===== src/rtl/flash_seq_pkg.sv =====
package flash_seq_pkg;
  typedef enum logic [1:0] {RD_ARRAY, RD_IDENT, RD_QUERY, RD_STATUS} rd_mode_e;
  typedef enum logic [2:0] {OP_NONE, OP_PROG, OP_ERASE, OP_BUF, OP_PROT} op_e;
  typedef enum logic [2:0] {S_IDLE, S_PROG, S_ERASE, S_BCNT, S_BDATA, S_BCONF, S_LOCK, S_PROT} seq_e;

  localparam logic [7:0] C_ARRAY   = 8'hFF;
  localparam logic [7:0] C_IDENT   = 8'h90;
  localparam logic [7:0] C_QUERY   = 8'h98;
  localparam logic [7:0] C_STATUS  = 8'h70;
  localparam logic [7:0] C_CLRSR   = 8'h50;
  localparam logic [7:0] C_PROG_A  = 8'h40;
  localparam logic [7:0] C_PROG_B  = 8'h10;
  localparam logic [7:0] C_ERASE   = 8'h20;
  localparam logic [7:0] C_BUFWR   = 8'hE8;
  localparam logic [7:0] C_CONFIRM = 8'hD0;
  localparam logic [7:0] C_SUSPEND = 8'hB0;
  localparam logic [7:0] C_LOCK    = 8'h60;
  localparam logic [7:0] C_LOCKSET = 8'h01;
  localparam logic [7:0] C_PROT    = 8'hC0;
endpackage


===== src/rtl/flash_lock_bits.sv =====
module flash_lock_bits #(
  parameter int NUM_BLK = 16,
  localparam int BLK_W = $clog2(NUM_BLK)
) (
  input  logic             clk_i,
  input  logic             rst_ni,
  input  logic             set_i,
  input  logic [BLK_W-1:0] set_blk_i,
  input  logic             clr_all_i,
  input  logic [BLK_W-1:0] chk_blk_i,
  output logic             chk_o,
  input  logic [BLK_W-1:0] id_blk_i,
  output logic             id_o
);
  logic [NUM_BLK-1:0] bits_q;

  always_ff @(posedge clk_i or negedge rst_ni) begin
    if (!rst_ni)        bits_q <= '0;
    else if (clr_all_i) bits_q <= '0;
    else if (set_i)     bits_q[set_blk_i] <= 1'b1;
  end

  assign chk_o = bits_q[chk_blk_i];
  assign id_o  = bits_q[id_blk_i];
endmodule


===== src/rtl/flash_wbuf.sv =====
module flash_wbuf #(
  parameter int DEPTH  = 32,
  parameter int ADDR_W = 12,
  parameter int DATA_W = 16,
  localparam int IDX_W = $clog2(DEPTH)
) (
  input  logic              clk_i,
  input  logic              we_i,
  input  logic [IDX_W-1:0]  wr_idx_i,
  input  logic [ADDR_W-1:0] wr_addr_i,
  input  logic [DATA_W-1:0] wr_data_i,
  input  logic [IDX_W-1:0]  rd_idx_i,
  output logic [ADDR_W-1:0] rd_addr_o,
  output logic [DATA_W-1:0] rd_data_o
);
  logic [ADDR_W-1:0] addr_mem [DEPTH];
  logic [DATA_W-1:0] data_mem [DEPTH];

  always_ff @(posedge clk_i) begin
    if (we_i) begin
      addr_mem[wr_idx_i] <= wr_addr_i;
      data_mem[wr_idx_i] <= wr_data_i;
    end
  end

  assign rd_addr_o = addr_mem[rd_idx_i];
  assign rd_data_o = data_mem[rd_idx_i];
endmodule


===== src/rtl/flash_read_mux.sv =====
module flash_read_mux
  import flash_seq_pkg::*;
#(
  parameter int DATA_W = 16,
  parameter int DEPTH  = 32,
  parameter logic [DATA_W-1:0] MFR_CODE = 16'h0089,
  parameter logic [DATA_W-1:0] DEV_CODE = 16'h0018
) (
  input  rd_mode_e          mode_i,
  input  logic [7:0]        offs_i,
  input  logic [7:0]        status_i,
  input  logic              busy_i,
  input  logic              lock_i,
  input  logic [DATA_W-1:0] array_i,
  output logic [DATA_W-1:0] rdata_o,
  output logic [DATA_W-1:0] oe_o
);
  always_comb begin
    rdata_o = '0;
    oe_o    = '1;
    unique case (mode_i)
      RD_ARRAY: rdata_o = array_i;
      RD_IDENT: begin
        unique case (offs_i[1:0])
          2'd0:    rdata_o = MFR_CODE;
          2'd1:    rdata_o = DEV_CODE;
          2'd2:    rdata_o = DATA_W'(lock_i);
          default: rdata_o = '0;
        endcase
      end
      RD_QUERY: begin
        unique case (offs_i)
          8'h10:   rdata_o = DATA_W'(8'h51);
          8'h11:   rdata_o = DATA_W'(8'h52);
          8'h12:   rdata_o = DATA_W'(8'h59);
          8'h13:   rdata_o = DATA_W'(DEPTH);
          default: rdata_o = '0;
        endcase
      end
      default: begin
        if (busy_i) begin
          // only the ready bit is valid during an operation
          oe_o    = DATA_W'(8'h80);
          rdata_o = DATA_W'({status_i[7], 7'b0});
        end else begin
          rdata_o = DATA_W'(status_i);
        end
      end
    endcase
  end
endmodule


===== src/rtl/flash_cmd_seq.sv =====
module flash_cmd_seq
  import flash_seq_pkg::*;
#(
  parameter int ADDR_W  = 12,
  parameter int DATA_W  = 16,
  parameter int BLK_LSB = 8,
  parameter int BUF_DEPTH = 32,
  parameter logic [DATA_W-1:0] MFR_CODE = 16'h0089,
  parameter logic [DATA_W-1:0] DEV_CODE = 16'h0018,
  localparam int IDX_W = $clog2(BUF_DEPTH)
) (
  input  logic              clk_i,
  input  logic              rst_ni,
  input  logic              we_i,
  input  logic [ADDR_W-1:0] addr_i,
  input  logic [DATA_W-1:0] wdata_i,
  input  logic              byte_mode_i,
  input  logic              eng_busy_i,
  input  logic              eng_done_i,
  input  logic              eng_fail_i,
  input  logic [DATA_W-1:0] array_data_i,
  output logic              start_o,
  output logic [2:0]        op_o,
  output logic [ADDR_W-1:0] op_addr_o,
  output logic [DATA_W-1:0] op_data_o,
  output logic [IDX_W-1:0]  op_count_o,
  output logic              suspend_o,
  output logic              resume_o,
  input  logic [IDX_W-1:0]  buf_idx_i,
  output logic [ADDR_W-1:0] buf_addr_o,
  output logic [DATA_W-1:0] buf_data_o,
  output logic [DATA_W-1:0] rdata_o,
  output logic [DATA_W-1:0] rdata_oe_o,
  output logic [1:0]        rd_mode_o
);
  localparam int BLK_W   = ADDR_W - BLK_LSB;
  localparam int NUM_BLK = 1 << BLK_W;
  localparam logic [DATA_W-1:0] BYTE_MAX = DATA_W'(BUF_DEPTH - 1);
  localparam logic [DATA_W-1:0] WORD_MAX = DATA_W'(BUF_DEPTH / 2 - 1);

  seq_e              state_q;
  rd_mode_e          mode_q;
  op_e               op_q, last_op_q;
  logic              start_q, susp_q, resume_q;
  logic              er_fail_q, pg_fail_q, seq_err_q, lk_fail_q, er_susp_q, pg_susp_q;
  logic [BLK_W-1:0]  blk_q;
  logic [IDX_W-1:0]  cnt_q, idx_q;
  logic [ADDR_W-1:0] op_addr_q;
  logic [DATA_W-1:0] op_data_q;

  logic [7:0]       cmd;
  logic [BLK_W-1:0] cmd_blk, chk_blk;
  logic             suspended, accept, lock_hit, id_lock;
  logic             lock_set, lock_clr, buf_we, cnt_ok;
  logic [7:0]       status;

  assign cmd       = wdata_i[7:0];
  assign cmd_blk   = addr_i[ADDR_W-1:BLK_LSB];
  assign suspended = er_susp_q | pg_susp_q;
  assign accept    = we_i & ~eng_busy_i & ~suspended;
  assign chk_blk   = (state_q == S_BCONF) ? blk_q : cmd_blk;
  assign lock_set  = accept && state_q == S_LOCK && cmd == C_LOCKSET;
  assign lock_clr  = accept && state_q == S_LOCK && cmd == C_CONFIRM;
  assign buf_we    = accept && state_q == S_BDATA && cmd_blk == blk_q;
  assign cnt_ok    = byte_mode_i ? (wdata_i <= BYTE_MAX) : (wdata_i <= WORD_MAX);
  assign status    = {~eng_busy_i, er_susp_q, er_fail_q, pg_fail_q,
                      seq_err_q, pg_susp_q, lk_fail_q, 1'b0};

  flash_lock_bits #(.NUM_BLK(NUM_BLK)) u_lock (
    .clk_i, .rst_ni,
    .set_i(lock_set), .set_blk_i(cmd_blk), .clr_all_i(lock_clr),
    .chk_blk_i(chk_blk), .chk_o(lock_hit),
    .id_blk_i(cmd_blk), .id_o(id_lock)
  );

  flash_wbuf #(.DEPTH(BUF_DEPTH), .ADDR_W(ADDR_W), .DATA_W(DATA_W)) u_wbuf (
    .clk_i,
    .we_i(buf_we), .wr_idx_i(idx_q), .wr_addr_i(addr_i), .wr_data_i(wdata_i),
    .rd_idx_i(buf_idx_i), .rd_addr_o(buf_addr_o), .rd_data_o(buf_data_o)
  );

  flash_read_mux #(.DATA_W(DATA_W), .DEPTH(BUF_DEPTH),
                   .MFR_CODE(MFR_CODE), .DEV_CODE(DEV_CODE)) u_rmux (
    .mode_i(mode_q), .offs_i(addr_i[7:0]), .status_i(status),
    .busy_i(eng_busy_i), .lock_i(id_lock), .array_i(array_data_i),
    .rdata_o, .oe_o(rdata_oe_o)
  );

  always_ff @(posedge clk_i or negedge rst_ni) begin
    if (!rst_ni) begin
      state_q   <= S_IDLE;
      mode_q    <= RD_ARRAY;
      op_q      <= OP_NONE;
      last_op_q <= OP_NONE;
      start_q   <= 1'b0;
      susp_q    <= 1'b0;
      resume_q  <= 1'b0;
      er_fail_q <= 1'b0;
      pg_fail_q <= 1'b0;
      seq_err_q <= 1'b0;
      lk_fail_q <= 1'b0;
      er_susp_q <= 1'b0;
      pg_susp_q <= 1'b0;
      blk_q     <= '0;
      cnt_q     <= '0;
      idx_q     <= '0;
      op_addr_q <= '0;
      op_data_q <= '0;
    end else begin
      start_q  <= 1'b0;
      susp_q   <= 1'b0;
      resume_q <= 1'b0;
      if (eng_done_i && eng_fail_i) begin
        if (last_op_q == OP_ERASE) er_fail_q <= 1'b1;
        else                       pg_fail_q <= 1'b1;
      end
      if (we_i && eng_busy_i) begin
        if (cmd == C_STATUS) mode_q <= RD_STATUS;
        else if (cmd == C_SUSPEND && !suspended &&
                 last_op_q inside {OP_PROG, OP_ERASE, OP_BUF}) begin
          susp_q <= 1'b1;
          mode_q <= RD_STATUS;
          if (last_op_q == OP_ERASE) er_susp_q <= 1'b1;
          else                       pg_susp_q <= 1'b1;
        end
      end else if (we_i && suspended) begin
        unique case (cmd)
          C_ARRAY:  mode_q <= RD_ARRAY;
          C_IDENT:  mode_q <= RD_IDENT;
          C_QUERY:  mode_q <= RD_QUERY;
          C_STATUS: mode_q <= RD_STATUS;
          C_CLRSR: begin
            er_fail_q <= 1'b0; pg_fail_q <= 1'b0;
            seq_err_q <= 1'b0; lk_fail_q <= 1'b0;
          end
          C_CONFIRM: begin
            resume_q  <= 1'b1;
            er_susp_q <= 1'b0;
            pg_susp_q <= 1'b0;
            mode_q    <= RD_STATUS;
          end
          default: ;
        endcase
      end else if (accept) begin
        unique case (state_q)
          S_IDLE: begin
            unique case (cmd)
              C_ARRAY:  mode_q <= RD_ARRAY;
              C_IDENT:  mode_q <= RD_IDENT;
              C_QUERY:  mode_q <= RD_QUERY;
              C_STATUS: mode_q <= RD_STATUS;
              C_CLRSR: begin
                er_fail_q <= 1'b0; pg_fail_q <= 1'b0;
                seq_err_q <= 1'b0; lk_fail_q <= 1'b0;
              end
              C_PROG_A, C_PROG_B: state_q <= S_PROG;
              C_ERASE:            state_q <= S_ERASE;
              C_LOCK:             state_q <= S_LOCK;
              C_PROT:             state_q <= S_PROT;
              C_BUFWR: begin
                blk_q   <= cmd_blk;
                state_q <= S_BCNT;
                mode_q  <= RD_STATUS;
              end
              default: ;
            endcase
          end
          S_PROG: begin
            state_q <= S_IDLE;
            mode_q  <= RD_STATUS;
            if (lock_hit) begin
              lk_fail_q <= 1'b1; pg_fail_q <= 1'b1;
            end else begin
              start_q <= 1'b1; op_q <= OP_PROG; last_op_q <= OP_PROG;
              op_addr_q <= addr_i; op_data_q <= wdata_i;
            end
          end
          S_ERASE: begin
            state_q <= S_IDLE;
            mode_q  <= RD_STATUS;
            if (cmd != C_CONFIRM) seq_err_q <= 1'b1;
            else if (lock_hit) begin
              lk_fail_q <= 1'b1; er_fail_q <= 1'b1;
            end else begin
              start_q <= 1'b1; op_q <= OP_ERASE; last_op_q <= OP_ERASE;
              op_addr_q <= addr_i; op_data_q <= '0;
            end
          end
          S_BCNT: begin
            if (cnt_ok) begin
              cnt_q   <= wdata_i[IDX_W-1:0];
              idx_q   <= '0;
              state_q <= S_BDATA;
            end else begin
              seq_err_q <= 1'b1;
              state_q   <= S_IDLE;
            end
          end
          S_BDATA: begin
            if (cmd_blk != blk_q) begin
              seq_err_q <= 1'b1;
              state_q   <= S_IDLE;
            end else if (idx_q == cnt_q) state_q <= S_BCONF;
            else idx_q <= idx_q + 1'b1;
          end
          S_BCONF: begin
            state_q <= S_IDLE;
            if (cmd != C_CONFIRM) seq_err_q <= 1'b1;
            else if (lock_hit) begin
              lk_fail_q <= 1'b1; pg_fail_q <= 1'b1;
            end else begin
              start_q <= 1'b1; op_q <= OP_BUF; last_op_q <= OP_BUF;
              op_addr_q <= {blk_q, {BLK_LSB{1'b0}}}; op_data_q <= '0;
            end
          end
          S_LOCK: begin
            state_q <= S_IDLE;
            mode_q  <= RD_STATUS;
            if (cmd != C_LOCKSET && cmd != C_CONFIRM) seq_err_q <= 1'b1;
          end
          default: begin
            state_q <= S_IDLE;
            mode_q  <= RD_STATUS;
            start_q <= 1'b1; op_q <= OP_PROT; last_op_q <= OP_PROT;
            op_addr_q <= addr_i; op_data_q <= wdata_i;
          end
        endcase
      end
    end
  end

  assign start_o    = start_q;
  assign op_o       = op_q;
  assign op_addr_o  = op_addr_q;
  assign op_data_o  = op_data_q;
  assign op_count_o = cnt_q;
  assign suspend_o  = susp_q;
  assign resume_o   = resume_q;
  assign rd_mode_o  = mode_q;
endmodule


===== config.mk =====
export PLATFORM = sky130hd
export DESIGN_NAME = flash_cmd_seq
export DESIGN_NICKNAME = d
export VERILOG_FILES = /design/src/rtl/flash_seq_pkg.sv /design/src/rtl/flash_lock_bits.sv /design/src/rtl/flash_wbuf.sv /design/src/rtl/flash_read_mux.sv /design/src/rtl/flash_cmd_seq.sv
export SDC_FILE = /design/constraint.sdc
export NUM_CORES = 1
export LEC_CHECK = 0
export BUFFER_PORTS_ARGS = -buffer_cell sky130_fd_sc_hd__buf_2
export CORE_UTILIZATION = 60
export CTS_BUF_LIST = sky130_fd_sc_hd__clkbuf_4
export CTS_CLUSTER_DIAMETER = 100
export DETAILED_ROUTE_END_ITERATION = 8
export PLACE_DENSITY = 0.78
export SLEW_MARGIN = 20
export SYNTH_ARGS = -nofsm -noshare
export SYNTH_HDL_FRONTEND = slang
export SYNTH_SLANG_ARGS = --single-unit
export TNS_END_PERCENT = 30

===== constraint.sdc =====
create_clock -name clk_i -period 4.15 [get_ports clk_i]
set_input_delay 0.2075 -clock clk_i [delete_from_list [all_inputs] [get_ports clk_i]]
set_output_delay 0.2075 -clock clk_i [all_outputs]
set_load 0.05 [all_outputs]

# Word level (Yosys, flattened, before mapping)

Memories as Yosys holds them, arrays and structs flattened.
Cells that the tools add are included.

Memories kept: 2
Bits in writable memories: 896
Register bits: 75
Output and inout bits: 101
Logic and storage cells: 244
Bits of input ports: 56

Memories:

| name            | words | width | rd ports | clocked after memory_dff | write ports | RTL line         | RTL |
|---|---|---|---|---|---|---|---|
| u_wbuf.data_mem | 32    | 16    | 1        | 0                        | 1           | flash_wbuf.sv:17 | `logic [DATA_W-1:0] data_mem [DEPTH];` |
| u_wbuf.addr_mem | 32    | 12    | 1        | 0                        | 1           | flash_wbuf.sv:16 | `logic [ADDR_W-1:0] addr_mem [DEPTH];` |

Reductions and logical operators: 44
Bitwise logic cells: 9
Muxes and demuxes: 104
Magnitude comparators: 5
$add $sub $neg: 1
Equality and inequality tests: 61

Operators with widths:

| kind                  | count |
|---|---|
| $mux W16              | 7 |
| $pmux W16 S3          | 2 |
| $eq A8 B8 Y1 const B  | 7 |
| $mux W1               | 55 |
| $mux W12              | 4 |
| $pmux W12 S4          | 1 |
| $eq A8 B5 Y1 const B  | 5 |
| $eq A8 B7 Y1 const B  | 4 |
| $reduce_and A5 Y1     | 6 |
| $pmux W7 S4           | 1 |
| $reduce_and A7 Y1     | 4 |
| $ne A2 B2 Y1 const B  | 13 |
| $mux W3               | 8 |
| $pmux W8 S3           | 1 |
| $ne A3 B1 Y1 const B  | 6 |
| $le A16 B4 Y1 const B | 1 |
| $le A16 B5 Y1 const B | 1 |
| $or A16 B16 Y16       | 1 |
| $pmux W2 S4           | 2 |
| $mux W5               | 3 |
| $pmux W3 S5           | 1 |
| $eq A3 B2 Y1 const B  | 4 |
| $logic_and A1 B1 Y1   | 12 |
| $pmux W3 S4           | 1 |
| 45 further kinds      | 74 |

# Depth between registers and ports, before layout

Depth in word-level cells: 10
Gate-level depth with buffers: 11
Gate-level depth less buffers: 9

# Modules after synthesis

From an unflattened synthesis, not the netlist that was laid out.

Cells, all modules: 2438
Area, all modules: 39400.3 um^2

Modules (own cells, without submodules):

| module          | cells an instance | area each (um^2) | instances |
|---|---|---|---|
| flash_wbuf      | 1956              | 34887.2          | 1 |
| flash_cmd_seq   | 346               | 3188.1           | 1 |
| flash_lock_bits | 71                | 870.8            | 1 |
| flash_read_mux  | 65                | 454.2            | 1 |

# Least setup slack after synthesis

Ideal clock, no wire load.

Kind: register -> register
Start point: register blk_q[0]
End point: memory u_wbuf.addr_mem[20][0], enable pin
Slack: 0.882 ns
Cell stages (with the launch flop): 8
Setup time: 0.413 ns
Data required time: 3.737 ns
Arrival time: 2.855 ns
Path through: dfrtp_1 > clkbuf_1 > xnor2_1 > nand3_1 > nor4_1 > and2_1 > nand2_1 > nor2_1

Word-level cells in the longest chain between the ends: 4

Ends and longest elaborated chain:

| element                       | RTL line             | RTL |
|---|---|---|
| from (decl)                   | flash_cmd_seq.sv:46  | `logic [BLK_W-1:0] blk_q;` |
| from (signal assigned)        | flash_cmd_seq.sv:161 | `blk_q <= cmd_blk;` |
| $eq A4 B4 Y1                  | flash_cmd_seq.sv:64  | `assign buf_we = accept && state_q == S_BDATA && cmd_blk == blk_q;` |
| $logic_and A1 B1 Y1           | flash_cmd_seq.sv:64  |  |
| $mux W1                       | flash_wbuf.sv:20     | `if (we_i) begin` |
| $mux W1 (not written as such) | flash_wbuf.sv:21     | `addr_mem[wr_idx_i] <= wr_addr_i;` |
| to (decl)                     | flash_wbuf.sv:16     |  |

No other way between the ends.

# Worst setup path after layout

Start point: input wdata_i[0]
End point: register mode_q[1] (netlist: rd_mode_o[1])

Word-level cells in the longest chain between the ends: 7
Elaborated cells on any way between the ends: 22

Ends and longest elaborated chain:

| element                                             | RTL line                                                         | RTL |
|---|---|---|
| from (decl)                                         | flash_cmd_seq.sv:16                                              | `input logic [DATA_W-1:0] wdata_i,` |
| $eq A8 B7 Y1 / $eq A8 B8 Y1 (equally long branches) | flash_cmd_seq.sv:118, flash_cmd_seq.sv:127, flash_cmd_seq.sv:147 |  |
| $reduce_or A2 Y1 (no source line)                   | -                                                                |  |
| $pmux W2 S4                                         | flash_cmd_seq.sv:147                                             | `unique case (cmd)` |
| $pmux W2 S2                                         | flash_cmd_seq.sv:145                                             | `unique case (state_q)` |
| $mux W2                                             | flash_cmd_seq.sv:144                                             | `end else if (accept) begin` |
| $mux W2                                             | flash_cmd_seq.sv:126                                             | `end else if (we_i && suspended) begin` |
| $mux W2                                             | flash_cmd_seq.sv:117                                             | `if (we_i && eng_busy_i) begin` |
| to (signal assigned)                                | flash_cmd_seq.sv:118                                             | `if (cmd == C_STATUS) mode_q <= RD_STATUS;` |
| to (signal assigned)                                | flash_cmd_seq.sv:128                                             | `C_ARRAY: mode_q <= RD_ARRAY;` |
| to (signal assigned)                                | flash_cmd_seq.sv:129                                             | `C_IDENT: mode_q <= RD_IDENT;` |
| to (decl)                                           | flash_cmd_seq.sv:42                                              | `rd_mode_e mode_q;` |

Parallel ways exist; a longest one is shown, timed or not. The select of a mux whose other input is x is not followed.
A chain may end at the register's enable or synchronous reset.

==> flow_metrics.tcl <==
set metrics [dict create \
    switchingPower_mw 5.55 \
    drc 0 \
    dieArea_um2 65200 \
    start_util_pct 61.0 \
    cp_max_fo 39 \
    antenna_found_initial 8 \
    syn-num-nets 1851 \
    ios 157 \
    synth_area_um2 38500 \
    die_x_um 255 \
    crit_required_ns 5.11 \
    synth_top_family_by_area "multiplexers" \
    setup_slack_ns 0.136 \
    io_buffers 155 \
    cts_max_path_buffers 3 \
    leakagePower_nw 15.0 \
    p_comb_share_pct 12.1 \
    areaGrowthSynthToFinish_pct 15.1 \
    criticalPathCategory "in -> reg" \
    core_area_um2 63200 \
    slew_violations 0 \
    ys.flop_type "edfxtp_1" \
    pwr-share-clk_pct 35.6 \
    seq_area_frac_synth_pct 74.7 \
    synth_xor_area_share_pct 0.341 \
    grt_max_degree 76 \
    drive_above_1_share_pct 40.5 \
    hold_viol_final 0 \
    start_kind "input port" \
    cp.arrival_ns 4.97 \
    critPathCaptureType "register" \
    status "finished clean" \
    dp_hpwl_um 59000 \
    nets 2268 \
    dieHeight_um 255 \
    final_common_cell "edfxtp_1" \
    synth_top_area_share_pct 69.8 \
    seq_power_share_pct 52.3 \
    powerDensity_nw_per_um2 474 \
    via_per_inst 6.51 \
    ys_warn_count 0 \
    relSlewSlack_pct 30.4 \
    insertion_delay_ns 1.07 \
    synth-edff-count 896 \
    setup_violations 0 \
    vias 21000 \
    wire_per_inst_um 29.8 \
    post_cts_buffers 0 \
    dp_slack_ns 0.998 \
    grt_pass1_vias 21400 \
    syn_inst 1791 \
    synth.avg_cell_area_um2 21.5 \
    final_cell_mix "896 x edfxtp_1, 334 x clkbuf_4, 285 x mux4_2" \
    cts_tree "yes" \
    first_iter_violations 2477 \
    finClkSkew_ns 0.0587 \
    yosysTopAreaCell "edfxtp_1" \
    min_period_over_period_pct 96.7 \
    ant_nets 0 \
    place.gp.congestion 0.894 \
    cts_sinks 971 \
    grt_usage_pct 30.4 \
    swShare_pct 26.4 \
    fillCellCount 3704 \
    grt_pass1_wl_um 141000 \
    irDropWorstVdd_uv 648 \
    clockRootBuffer "clkbuf_4" \
    min_path_type "in -> reg" \
    cts_buffers 225 \
    rsz0062_at_grt "false" \
    grt-ovfl-total 0 \
    dr.pass1.iters 5 \
    drt_wl_total_um 96200 \
    fp-row-count 92 \
    min_period_ns 4.01 \
    fmax_mhz 249 \
    p_int_mw 15.5 \
    yosys.area_share.adder_pct 0.130 \
    cts_htree_levels 4 \
    synthSimpleGateAreaFrac_pct 2.84 \
    synth.area.mux_share_pct 18.3 \
    synth_area_leaders "edfxtp_1 70%, mux4_2 17%, dfrtp_1 4.9%" \
    ys_types 70 \
    tightest_slew_ns 1.04 \
    fin_setup_tns_ns 0 \
    ys_seq_elements 971 \
    clkSlewWorstSetupHoldPaths_ns 0.08 \
    async_flop_share_pct 7.72 \
    max-cap-violations 0 \
    synth_compound_area_share_pct 2.27 \
]
[worst max-delay path, stage by stage]
cell and delay (ns):
dlygate4sd3_1 0.55, clkbuf_4 0.37, nor4_4 0.26, dlygate4sd3_1 0.63, buf_4 0.20, nand2_1 0.07, o21ai_0 0.08, dlygate4sd3_1 0.58
nand2_1 0.06, dlygate4sd3_1 0.60, o21ai_0 0.16, dlygate4sd3_1 0.56, o21ai_0 0.07, dlygate4sd3_1 0.56
[metrics by stage]
step	cell area, um^2	utilization (%)	power [mW]	hold slack [ns]	instances
floorplan	38500	-	12.9	-0.0881	1791
global placement	40900	64.8	13.6	0.394	2773
detailed placement	40900	64.8	13.7	0.401	2773
CTS	44300	70.2	21.1	0.00945	3230
global route	44300	70.2	21.7	0.0383	3231
finish	44300	70.2	21.0	0.119	3231
[power groups by stage]
stage,combinational (mW),clock (mW),sequential [mW]
finish,2.54,7.47,11.0
global route,2.64,8.05,11.0
global placement,2.46,0,11.2
CTS,2.54,7.59,11.0
detailed placement,2.48,0,11.2
floorplan,1.22,0,11.7
[area by class of cell]
| class | count | area [um^2] | area share [%] |
|---|---|---|---|
| clock buffers | 333 | 2500 | 5.64 |
| clock inverters | 70 | 353 | 0.796 |
| well taps | 846 | 1060 | 2.39 |
| multi-input cells | 701 | 9440 | 21.3 |
| diodes | 1 | 2.50 | 0.00564 |
| repair buffers | 298 | 2170 | 4.89 |
| flip-flops and latches | 971 | 28800 | 64.9 |
| inverters | 11 | 41.3 | 0.0931 |
[worst paths after layout]
kind,startpoint,to,slack [ns],cells past startpoint
max in group asynchronous,rst_ni,u_lock.bits_q[5],3.60,4
worst max register to register,er_susp_q,u_lock.bits_q[14],0.90,10
worst min register to register,op_data_o[15],op_data_o[15],0.51,1
min in group asynchronous,rst_ni,op_data_o[11],0.25,4
worst max-delay path,wdata_i[0],rd_mode_o[1],0.14,14
worst min-delay path,wdata_i[3],u_wbuf.data_mem[0][3],0.12,2
[per-layer routing]
metal | part of all wire, % | vias up | global-route usage, %
met5 | 0 | - | 0
met4 | 2.2 | 0 | 9.44
met3 | 14 | 144 | 8.80
met2 | 47 | 1630 | 45.7
met1 | 37 | 10800 | 43.6
li1 | - | 8458 | -
[timing repair]
| item | in CTS | in global routing |
|---|---|---|
| hold buffers | 54 | 0 |
| endpoints found under the setup margin | 0 | 1 |
| endpoints found under the hold margin | 1044 | 0 |
| gates resized for setup | 0 | 1 |
[kinds of logic (layout without fill, tap and decap cells)]
family / count (synthesis) / in the layout
other: 1 / 2
XOR/XNOR: 15 / 15
adder cells (fa/ha/maj): 4 / 4
AO/OA/AOI/OAI: 120 / 120
multiplexers: 340 / 340
AND/OR/NAND/NOR: 221 / 221
flip-flops: 971 / 971
buffers and inverters: 119 / 712
[synth_stat cells (13+ instances only)]
master,n
and2_1,13
a21oi_1,26
buf_4,15
nand3_1,18
o21ai_0,21
nand2_1,43
dfrtp_1,75
mux4_2,285
buf_2,15
mux2_2,40
buf_1,18
clkbuf_1,58
edfxtp_1,896
nor2_1,88
a22o_1,24
[sequential cells by signal, summed over array words and instances, names as in the netlist, 2 cells and up]
signal           cells
idx_q                5
u_wbuf.data_mem    512
u_wbuf.addr_mem    384
op_count_o           5
op_addr_o           12
last_op_q            3
rd_mode_o            2
u_lock.bits_q       16
state_q              3
blk_q                4
op_data_o           16
Note: power is estimated with default switching activity, not from simulation.
